`config.mk`:
```
export PLATFORM = sky130hd
export DESIGN_NAME = acc_cpu_top
export DESIGN_NICKNAME = d
export VERILOG_FILES = /design/src/rtl/acc_cpu_pkg.sv /design/src/rtl/acc_cpu_alu.sv /design/src/rtl/acc_cpu_datapath.sv /design/src/rtl/acc_cpu_control.sv /design/src/rtl/acc_cpu_top.sv
export SDC_FILE = /design/constraint.sdc
export NUM_CORES = 1
export LEC_CHECK = 0
export BUFFER_PORTS_ARGS = -buffer_cell sky130_fd_sc_hd__buf_2
export CORE_MARGIN = 10
export CORE_UTILIZATION = 40
export DETAILED_ROUTE_END_ITERATION = 10
export PLACE_DENSITY = 0.72
export RECOVER_POWER = 25
export SETUP_SLACK_MARGIN = 0.3
export SLEW_MARGIN = 5
export SYNTH_ARGS = -nofsm -noshare
export SYNTH_HDL_FRONTEND = slang
export SYNTH_HIERARCHICAL = 1
export SYNTH_SLANG_ARGS = --single-unit
```
`constraint.sdc`:
```
create_clock -name clk -period 6.25 [get_ports clk]
set_input_delay 0.625 -clock clk [delete_from_list [all_inputs] [get_ports clk]]
set_output_delay 0.625 -clock clk [all_outputs]
set_load 0.03 [all_outputs]
```
`src/rtl/acc_cpu_pkg.sv`:
```
package acc_cpu_pkg;

  localparam int OP_W = 4;

  typedef enum logic [3:0] {
    OP_HLT = 4'd0,
    OP_ADD = 4'd1,
    OP_SUB = 4'd2,
    OP_STA = 4'd3,
    OP_LDA = 4'd5,
    OP_BRA = 4'd6,
    OP_BRZ = 4'd7,
    OP_BRP = 4'd8,
    OP_INP = 4'd9,
    OP_OUT = 4'd10
  } opcode_e;

  typedef enum logic [3:0] {
    S_FADDR  = 4'd0,
    S_FREAD  = 4'd1,
    S_FCAPT  = 4'd2,
    S_DECODE = 4'd3,
    S_EXEC   = 4'd4,
    S_MREAD  = 4'd5,
    S_MCAPT  = 4'd6,
    S_ALU    = 4'd7,
    S_MWRITE = 4'd8,
    S_HALT   = 4'd9
  } state_e;

  typedef enum logic [1:0] {
    ALU_PASS = 2'd0,
    ALU_ADD  = 2'd1,
    ALU_SUB  = 2'd2
  } alu_op_e;

  // Register-transfer strobes from control to datapath
  typedef struct packed {
    logic    marFromPc;
    logic    marFromOp;
    logic    mdrFromMem;
    logic    mdrFromAcc;
    logic    pcInc;
    logic    pcFromOp;
    logic    cirFromMdr;
    logic    accFromIn;
    logic    accFromAlu;
    alu_op_e aluOp;
  } ctrl_t;

endpackage

```
`src/rtl/acc_cpu_alu.sv`:
```
module acc_cpu_alu
  import acc_cpu_pkg::*;
#(
  parameter int DATA_W = 12
) (
  input  alu_op_e           op,
  input  logic [DATA_W-1:0] accIn,
  input  logic [DATA_W-1:0] memIn,
  output logic [DATA_W-1:0] result,
  output logic              isZero,
  output logic              isNeg
);

  always_comb begin
    case (op)
      ALU_ADD: result = accIn + memIn;
      ALU_SUB: result = accIn - memIn;
      default: result = memIn;
    endcase
  end

  // Branch tests on the accumulator
  assign isZero = (accIn == '0);
  assign isNeg  = accIn[DATA_W-1];

endmodule

```
`src/rtl/acc_cpu_datapath.sv`:
```
module acc_cpu_datapath
  import acc_cpu_pkg::*;
#(
  parameter int ADDR_W = 8,
  parameter int DATA_W = 12
) (
  input  logic              clk,
  input  logic              rst_n,
  input  ctrl_t             ctrl,
  input  logic [DATA_W-1:0] memRdata,
  input  logic [DATA_W-1:0] inData,
  output logic [ADDR_W-1:0] memAddr,
  output logic [DATA_W-1:0] memWdata,
  output logic [OP_W-1:0]   opcode,
  output logic              accZero,
  output logic              accNeg,
  output logic [ADDR_W-1:0] pcOut,
  output logic [DATA_W-1:0] accOut
);

  logic [ADDR_W-1:0] pc, mar;
  logic [DATA_W-1:0] mdr, cir, acc, aluRes;
  logic [ADDR_W-1:0] operand;

  assign opcode  = cir[DATA_W-1 -: OP_W];
  assign operand = cir[ADDR_W-1:0];

  acc_cpu_alu #(.DATA_W(DATA_W)) alu_i (
    .op     (ctrl.aluOp),
    .accIn  (acc),
    .memIn  (mdr),
    .result (aluRes),
    .isZero (accZero),
    .isNeg  (accNeg)
  );

  always_ff @(posedge clk) begin
    if (!rst_n) begin
      pc  <= '0;
      mar <= '0;
      mdr <= '0;
      cir <= '0;
      acc <= '0;
    end else begin
      if (ctrl.marFromPc)       mar <= pc;
      else if (ctrl.marFromOp)  mar <= operand;
      if (ctrl.mdrFromMem)      mdr <= memRdata;
      else if (ctrl.mdrFromAcc) mdr <= acc;
      if (ctrl.pcInc)           pc  <= pc + 1'b1;
      else if (ctrl.pcFromOp)   pc  <= operand;
      if (ctrl.cirFromMdr)      cir <= mdr;
      if (ctrl.accFromIn)       acc <= inData;
      else if (ctrl.accFromAlu) acc <= aluRes;
    end
  end

  assign memAddr  = mar;
  assign memWdata = mdr;
  assign pcOut    = pc;
  assign accOut   = acc;

endmodule

```
`src/rtl/acc_cpu_control.sv`:
```
module acc_cpu_control
  import acc_cpu_pkg::*;
(
  input  logic            clk,
  input  logic            rst_n,
  input  logic [OP_W-1:0] opcode,
  input  logic            accZero,
  input  logic            accNeg,
  input  logic            inValid,
  output ctrl_t           ctrl,
  output logic            memRe,
  output logic            memWe,
  output logic            inAck,
  output logic            outStrobe,
  output logic            halted,
  output logic [3:0]      stateCode
);

  state_e state, nxt;

  always_ff @(posedge clk) begin
    if (!rst_n) state <= S_FADDR;
    else        state <= nxt;
  end

  always_comb begin
    nxt       = state;
    ctrl      = '0;
    memRe     = 1'b0;
    memWe     = 1'b0;
    inAck     = 1'b0;
    outStrobe = 1'b0;
    case (state)
      S_FADDR:  begin ctrl.marFromPc = 1'b1; nxt = S_FREAD; end
      S_FREAD:  begin memRe = 1'b1; nxt = S_FCAPT; end
      S_FCAPT:  begin ctrl.mdrFromMem = 1'b1; ctrl.pcInc = 1'b1; nxt = S_DECODE; end
      S_DECODE: begin ctrl.cirFromMdr = 1'b1; nxt = S_EXEC; end
      S_EXEC: begin
        nxt = S_FADDR;
        case (opcode)
          OP_HLT: nxt = S_HALT;
          OP_ADD, OP_SUB, OP_LDA: begin ctrl.marFromOp = 1'b1; nxt = S_MREAD; end
          OP_STA: begin
            ctrl.marFromOp  = 1'b1;
            ctrl.mdrFromAcc = 1'b1;
            nxt = S_MWRITE;
          end
          OP_BRA: ctrl.pcFromOp = 1'b1;
          OP_BRZ: ctrl.pcFromOp = accZero;
          OP_BRP: ctrl.pcFromOp = !accNeg;
          OP_INP: begin
            if (inValid) begin
              ctrl.accFromIn = 1'b1;
              inAck = 1'b1;
            end else begin
              nxt = S_EXEC;
            end
          end
          OP_OUT:  outStrobe = 1'b1;
          default: nxt = S_FADDR;
        endcase
      end
      S_MREAD: begin memRe = 1'b1; nxt = S_MCAPT; end
      S_MCAPT: begin ctrl.mdrFromMem = 1'b1; nxt = S_ALU; end
      S_ALU: begin
        ctrl.accFromAlu = 1'b1;
        if (opcode == OP_ADD)      ctrl.aluOp = ALU_ADD;
        else if (opcode == OP_SUB) ctrl.aluOp = ALU_SUB;
        else                       ctrl.aluOp = ALU_PASS;
        nxt = S_FADDR;
      end
      S_MWRITE: begin memWe = 1'b1; nxt = S_FADDR; end
      S_HALT:   nxt = S_HALT;
      default:  nxt = S_FADDR;
    endcase
  end

  assign halted    = (state == S_HALT);
  assign stateCode = state;

endmodule

```
`src/rtl/acc_cpu_top.sv`:
```
module acc_cpu_top
  import acc_cpu_pkg::*;
#(
  parameter int ADDR_W = 8,
  parameter int DATA_W = ADDR_W + OP_W
) (
  input  logic              clk,
  input  logic              rst_n,
  output logic [ADDR_W-1:0] memAddr,
  output logic [DATA_W-1:0] memWdata,
  input  logic [DATA_W-1:0] memRdata,
  output logic              memRe,
  output logic              memWe,
  input  logic [DATA_W-1:0] inData,
  input  logic              inValid,
  output logic              inAck,
  output logic [DATA_W-1:0] outData,
  output logic              outStrobe,
  output logic              halted,
  output logic [3:0]        stateDbg,
  output logic [ADDR_W-1:0] pcDbg,
  output logic [DATA_W-1:0] accDbg
);

  ctrl_t           ctrl;
  logic [OP_W-1:0] opcode;
  logic            accZero, accNeg;

  acc_cpu_control control_i (
    .clk       (clk),
    .rst_n     (rst_n),
    .opcode    (opcode),
    .accZero   (accZero),
    .accNeg    (accNeg),
    .inValid   (inValid),
    .ctrl      (ctrl),
    .memRe     (memRe),
    .memWe     (memWe),
    .inAck     (inAck),
    .outStrobe (outStrobe),
    .halted    (halted),
    .stateCode (stateDbg)
  );

  acc_cpu_datapath #(.ADDR_W(ADDR_W), .DATA_W(DATA_W)) datapath_i (
    .clk      (clk),
    .rst_n    (rst_n),
    .ctrl     (ctrl),
    .memRdata (memRdata),
    .inData   (inData),
    .memAddr  (memAddr),
    .memWdata (memWdata),
    .opcode   (opcode),
    .accZero  (accZero),
    .accNeg   (accNeg),
    .pcOut    (pcDbg),
    .accOut   (accDbg)
  );

  assign outData = accDbg;

endmodule

```
# Word level (Yosys, flattened, before mapping)

Cells that the tools add are included.
W data, S select, Z words.

Register bits after elaboration: 56
Bits in latches: 0
RAM bits: 0
Memory bits (read-only): 0
Input bits: 27
Memories kept: 0

Add/subtract/negate cells: 3
Multiply operators: 0
Div/mod/pow operators: 0
$lt $le $gt $ge: 0
Equal/unequal tests: 20
Shift operators: 0
Mux-type cells: 32
Bitwise gates (word level): 0
Reductions and logical operators: 12

Operator list:

| operator              | number |
|---|---|
| $mux W12              | 4 |
| $mux W8               | 4 |
| $pmux W4 S8           | 1 |
| $eq A4 B3 Y1 const B  | 7 |
| $pmux W12 S2          | 1 |
| $eq A4 B4 Y1 const B  | 5 |
| $eq A4 B2 Y1 const B  | 4 |
| $mux W1               | 16 |
| $pmux W4 S4           | 1 |
| $add A12 B12 Y12      | 1 |
| $logic_not A12 Y1     | 1 |
| $sub A12 B12 Y12      | 1 |
| $add A8 B1 Y8 const B | 1 |
| $eq A4 B1 Y1 const B  | 2 |
| $logic_not A4 Y1      | 2 |
| $reduce_bool A2 Y1    | 4 |
| $mux W3               | 2 |
| $mux W2               | 2 |
| $reduce_or A2 Y1      | 2 |
| $reduce_or A4 Y1      | 1 |
| $pmux W1 S3           | 1 |
| $reduce_or A3 Y1      | 1 |
| $eq A2 B1 Y1 const B  | 1 |
| $eq A2 B2 Y1 const B  | 1 |
| $logic_not A1 Y1      | 1 |

# Depth between registers and ports, before layout

Word-level depth: 8
Depth in mapped cells: 19

# Modules after synthesis

Netlist, hierarchy kept.

By module, submodules not included:

| module           | instances | cells each | area each (um^2) | seq. area each (um^2) |
|---|---|---|---|---|
| acc_cpu_datapath | 1         | 236        | 2394.8           | 1041.0 |
| acc_cpu_alu      | 1         | 133        | 903.4            | 0.0 |
| acc_cpu_control  | 1         | 61         | 486.7            | 80.1 |
| acc_cpu_top      | 1         | 12         | 90.1             | 0.0 |

# Least setup slack after synthesis

OpenSTA, ideal clock, no wires.

Path type: register to register
From: reg control_i.state[2], in the netlist control_i/stateCode[2]
To: reg datapath_i.acc[8], in the netlist datapath_i/accOut[8]
Setup time: 0.128 ns
Data arrival time: 3.792 ns
Required time: 6.122 ns
Path slack: 2.331 ns
Cell stages (with the launch flop): 18
Path buffers: 1
Clock period less this slack: 3.919 ns
Path through: dfxtp_1 -> or4b_4 -> or2_2 -> nor2_1 -> inv_1 -> ha_1 -> clkbuf_1 -> mux2i_1 -> fa_1 -> a21o_1 -> a21oi_1 -> o21ai_0 -> a31oi_1 -> xor2_1 -> o21ai_0 -> mux2_2 -> mux2i_1 -> nor2_1

RTL lines:

| item                   | line                   | source |
|---|---|---|
| from (decl)            | acc_cpu_control.sv:19  | `state_e state, nxt;` |
| from (signal assigned) | acc_cpu_control.sv:23  | `else state <= nxt;` |
| to (signal assigned)   | acc_cpu_datapath.sv:52 | `if (ctrl.accFromIn) acc <= inData;` |
| to (signal assigned)   | acc_cpu_datapath.sv:53 | `else if (ctrl.accFromAlu) acc <= aluRes;` |
| to (decl)              | acc_cpu_datapath.sv:22 | `logic [DATA_W-1:0] mdr, cir, acc, aluRes;` |

==> flow_summary.json <==
{
  "outcome": "complete, no violations",
  "grt_pass1_wl_um": 16940,
  "leakagePower_nw": 1.766,
  "die_area_um2": 14020,
  "clk_latency_ps": 310,
  "wl_um": 10340,
  "drt_pass1_iterations": 4,
  "fp.dieW_um": 118.4,
  "ys_warn_count": 6,
  "syn_area_um2": 3875,
  "drcViolationCount": 0,
  "nets": 544,
  "place_congestion": 0.8385,
  "crit_path_cell_trace": "or4b_4 > or2_2 > nor2_1 > ha_1 > mux2i_1 > fa_1 > a21o_1 > a21oi_1 > o21ai_0 > a31oi_1 > xor2_1 > o21ai_0 > mux2_2 > mux2i_1 > nor2_1",
  "syn_to_final_growth_pct": 11.95,
  "arrival_ps": 4450,
  "synth-seq-cells": 56,
  "cap_violations": 0,
  "die_y_um": 118.4,
  "fin_crit_sh_pct": 68.20,
  "final.setup.tns_ps": 0,
  "finalHoldViolCount": 0,
  "cp_max_fo": 13,
  "crit_slowest_cell": "dfxtp_1",
  "track_usage_pct": 14.12,
  "start_util_pct": 41.54,
  "slew_viol_final": 0,
  "syn-num-nets": 484,
  "grt_pass1_vias": 3286,
  "cts_setup_buffers": 0,
  "avgSynthCellArea_um2": 8.767,
  "antenna_cells": 0,
  "cp_top_family": "simple AND/OR/NAND/NOR gates",
  "critPathCaptureType": "register",
  "cts_hold_buffers": 0,
  "hold_path_class": "register to register",
  "setup-violations-final": 0,
  "portBuffers": 87,
  "dp_slack_ps": 2042,
  "netlist_instances": 442,
  "routed_via_density": 5.324,
  "cts_max_path_buffers": 2,
  "max_stage_delay_ps": 570,
  "slew_headroom_pct": 18.14,
  "rsz0062_at_grt": "false",
  "antenna_found_initial": 0,
  "fillerInstances": 919,
  "vias": 3365,
  "cts_sinks": 56,
  "drt_iter0_drc": 202,
  "yosysSeqAreaShare_pct": 28.93,
  "synth_edf_count": 0,
  "start_kind": "register",
  "fmax_ghz": 0.2346,
  "dp_hpwl_um": 7694,
  "power_mw": 1.106,
  "ant_nets": 0,
  "cts_resized": 0,
  "fin_crit_ps": 4263,
  "worst_slack_ps": 1987,
  "cts_root_buf": "clkbuf_8",
  "cts_buffers": 5,
  "cts_tree": "yes",
  "tightest_slew_ps": 1226,
  "fp-row-count": 35,
  "async_reset_ff_share_pct": 0,
  "htreeDepth": 2,
  "yosys_most_used_dff": "dfxtp_1",
  "ir_drop_mv": 0.1119,
  "crit_type": "register to register",
  "path_buf_inv": 0,
  "detail_route.wl_per_cell_um": 16.37,
  "synth_cell_types": 55,
  "finClkSkew_ps": 5.590,
  "worstPathRequired_ps": 6440,
  "design.core.area_um2": 9328,
  "gr-total-overflow": 0,
  "grt_max_degree": 50,
  "io_pins": 88,
  "drive_gt1_share_pct": 24.85,
  "clkTransAtPathRegs_ps": 110,
  "power.density_cell_area_nw_per_um2": 255.1
}
worst register-to-register path: stages (launching register included):
cell     delay [ps]
dfxtp_1         570
or4b_4          550
or2_2           300
nor2_1          110
ha_1            400
mux2i_1         210
fa_1            470
a21o_1          180
a21oi_1         260
o21ai_0         170
a31oi_1         230
xor2_1          160
o21ai_0          80
mux2_2          280
mux2i_1         120
nor2_1           50
cells in the final DEF, fill, tap and decap left out, types with 2 or more instances in the layout:
cell type / count
nor2_1: 60
nor3_2: 4
nand2b_1: 7
buf_4: 6
nand2_1: 21
nand4_1: 2
a21oi_1: 24
o21bai_1: 3
inv_6: 2
nor3b_1: 2
buf_2: 59
dfxtp_1: 56
nor4_1: 5
o31a_1: 2
a2111oi_2: 2
mux2i_1: 46
xor2_1: 9
or3_1: 2
nor2b_1: 4
xnor2_1: 13
mux2_2: 36
o21a_1: 4
clkbuf_8: 5
inv_1: 14
a221oi_1: 3
a21o_1: 5
o211ai_1: 2
a211oi_1: 2
clkbuf_1: 28
nand3b_1: 2
o31ai_1: 3
and3_1: 3
nor3_1: 8
a31oi_1: 5
nand3_1: 5
o21ai_0: 15
nor4_2: 2
ha_1: 14
final cells by class:
| class | instances | area, µm² | area share, % |
|---|---|---|---|
| multi-input cells | 331 | 2460 | 56.71 |
| flip-flops and latches | 56 | 1121 | 25.84 |
| repair buffers | 93 | 445.4 | 10.27 |
| well taps | 129 | 161.4 | 3.721 |
| clock buffers | 5 | 68.82 | 1.586 |
| inverters | 15 | 56.30 | 1.298 |
| clock inverters | 3 | 25.02 | 0.5769 |
final timing paths:
check                              start              endpoint  slack [ps]  cells after the start
setup / recovery  control_i/stateCode[2]  datapath_i/accOut[8]        1990                     15
hold / removal         datapath_i/cir[4]   datapath_i/pcOut[4]         520                      2
setup reg to reg  control_i/stateCode[2]  datapath_i/accOut[8]        1990                     15
hold reg to reg        datapath_i/cir[4]   datapath_i/pcOut[4]         520                      2
logic make-up after synthesis:
family / after synthesis / synth area share (%)
simple gates: 140 / 18.53
fa+ha+maj: 15 / 5.037
xor+xnor: 22 / 4.973
compound gates: 72 / 11.72
buf+inv: 55 / 8.460
mux: 82 / 22.34
flops: 56 / 28.93
cells in the mapped netlist (4+ instances only):
master,instances,share of area [%]
a31oi_1,5,0.81
mux2_2,36,10
nor3_1,10,1.3
inv_1,15,1.5
dfxtp_1,56,29
a21o_1,5,0.97
o21a_1,4,0.77
a21oi_1,24,3.1
buf_2,10,1.3
nand2_1,21,2.0
xnor2_1,13,2.9
ha_1,14,4.5
xor2_1,9,2.0
nor2_1,60,5.8
buf_4,18,3.5
clkbuf_1,6,0.58
nor4_1,7,1.1
nand3_1,5,0.65
nor2b_1,4,0.65
nand2b_1,7,1.1
o21ai_0,15,1.9
mux2i_1,46,12
state kept, by name, summed over array words and instances, names as in the netlist:
register,count
datapath_i/memAddr,8
datapath_i/memWdata,12
datapath_i/accOut,12
control_i/stateCode,4
datapath_i/cir,12
datapath_i/pcOut,8
report_power, final:
| part | internal, mW | switching [mW] | leakage, nW |
|---|---|---|---|
| Combinational | 0.208 | 0.262 | 1.27 |
| Clock | 0.0822 | 0.130 | 0.0452 |
| Sequential | 0.379 | 0.0457 | 0.453 |
through the flow:
step                      utilization, %  hold WS [ps]  cells  area, µm²
after floorplan                        -         461.7    442       3875
after global placement             45.88         496.5    624       4279
after detailed placement           45.88         505.5    624       4279
after CTS                          46.88         521.0    632       4373
after global routing               46.51         524.8    632       4338
final                              46.51         515.7    632       4338
layer usage:
metal  global-route usage (%)  vias up  share of wire, %
li1                         -     1662                 -
met1                    18.27     1603                47
met2                    22.84       91                46
met3                    3.427        9               6.1
met4                    3.893        0               1.0
met5                        0        -                 0
No activity file was read; power rests on OpenSTA's default activity.
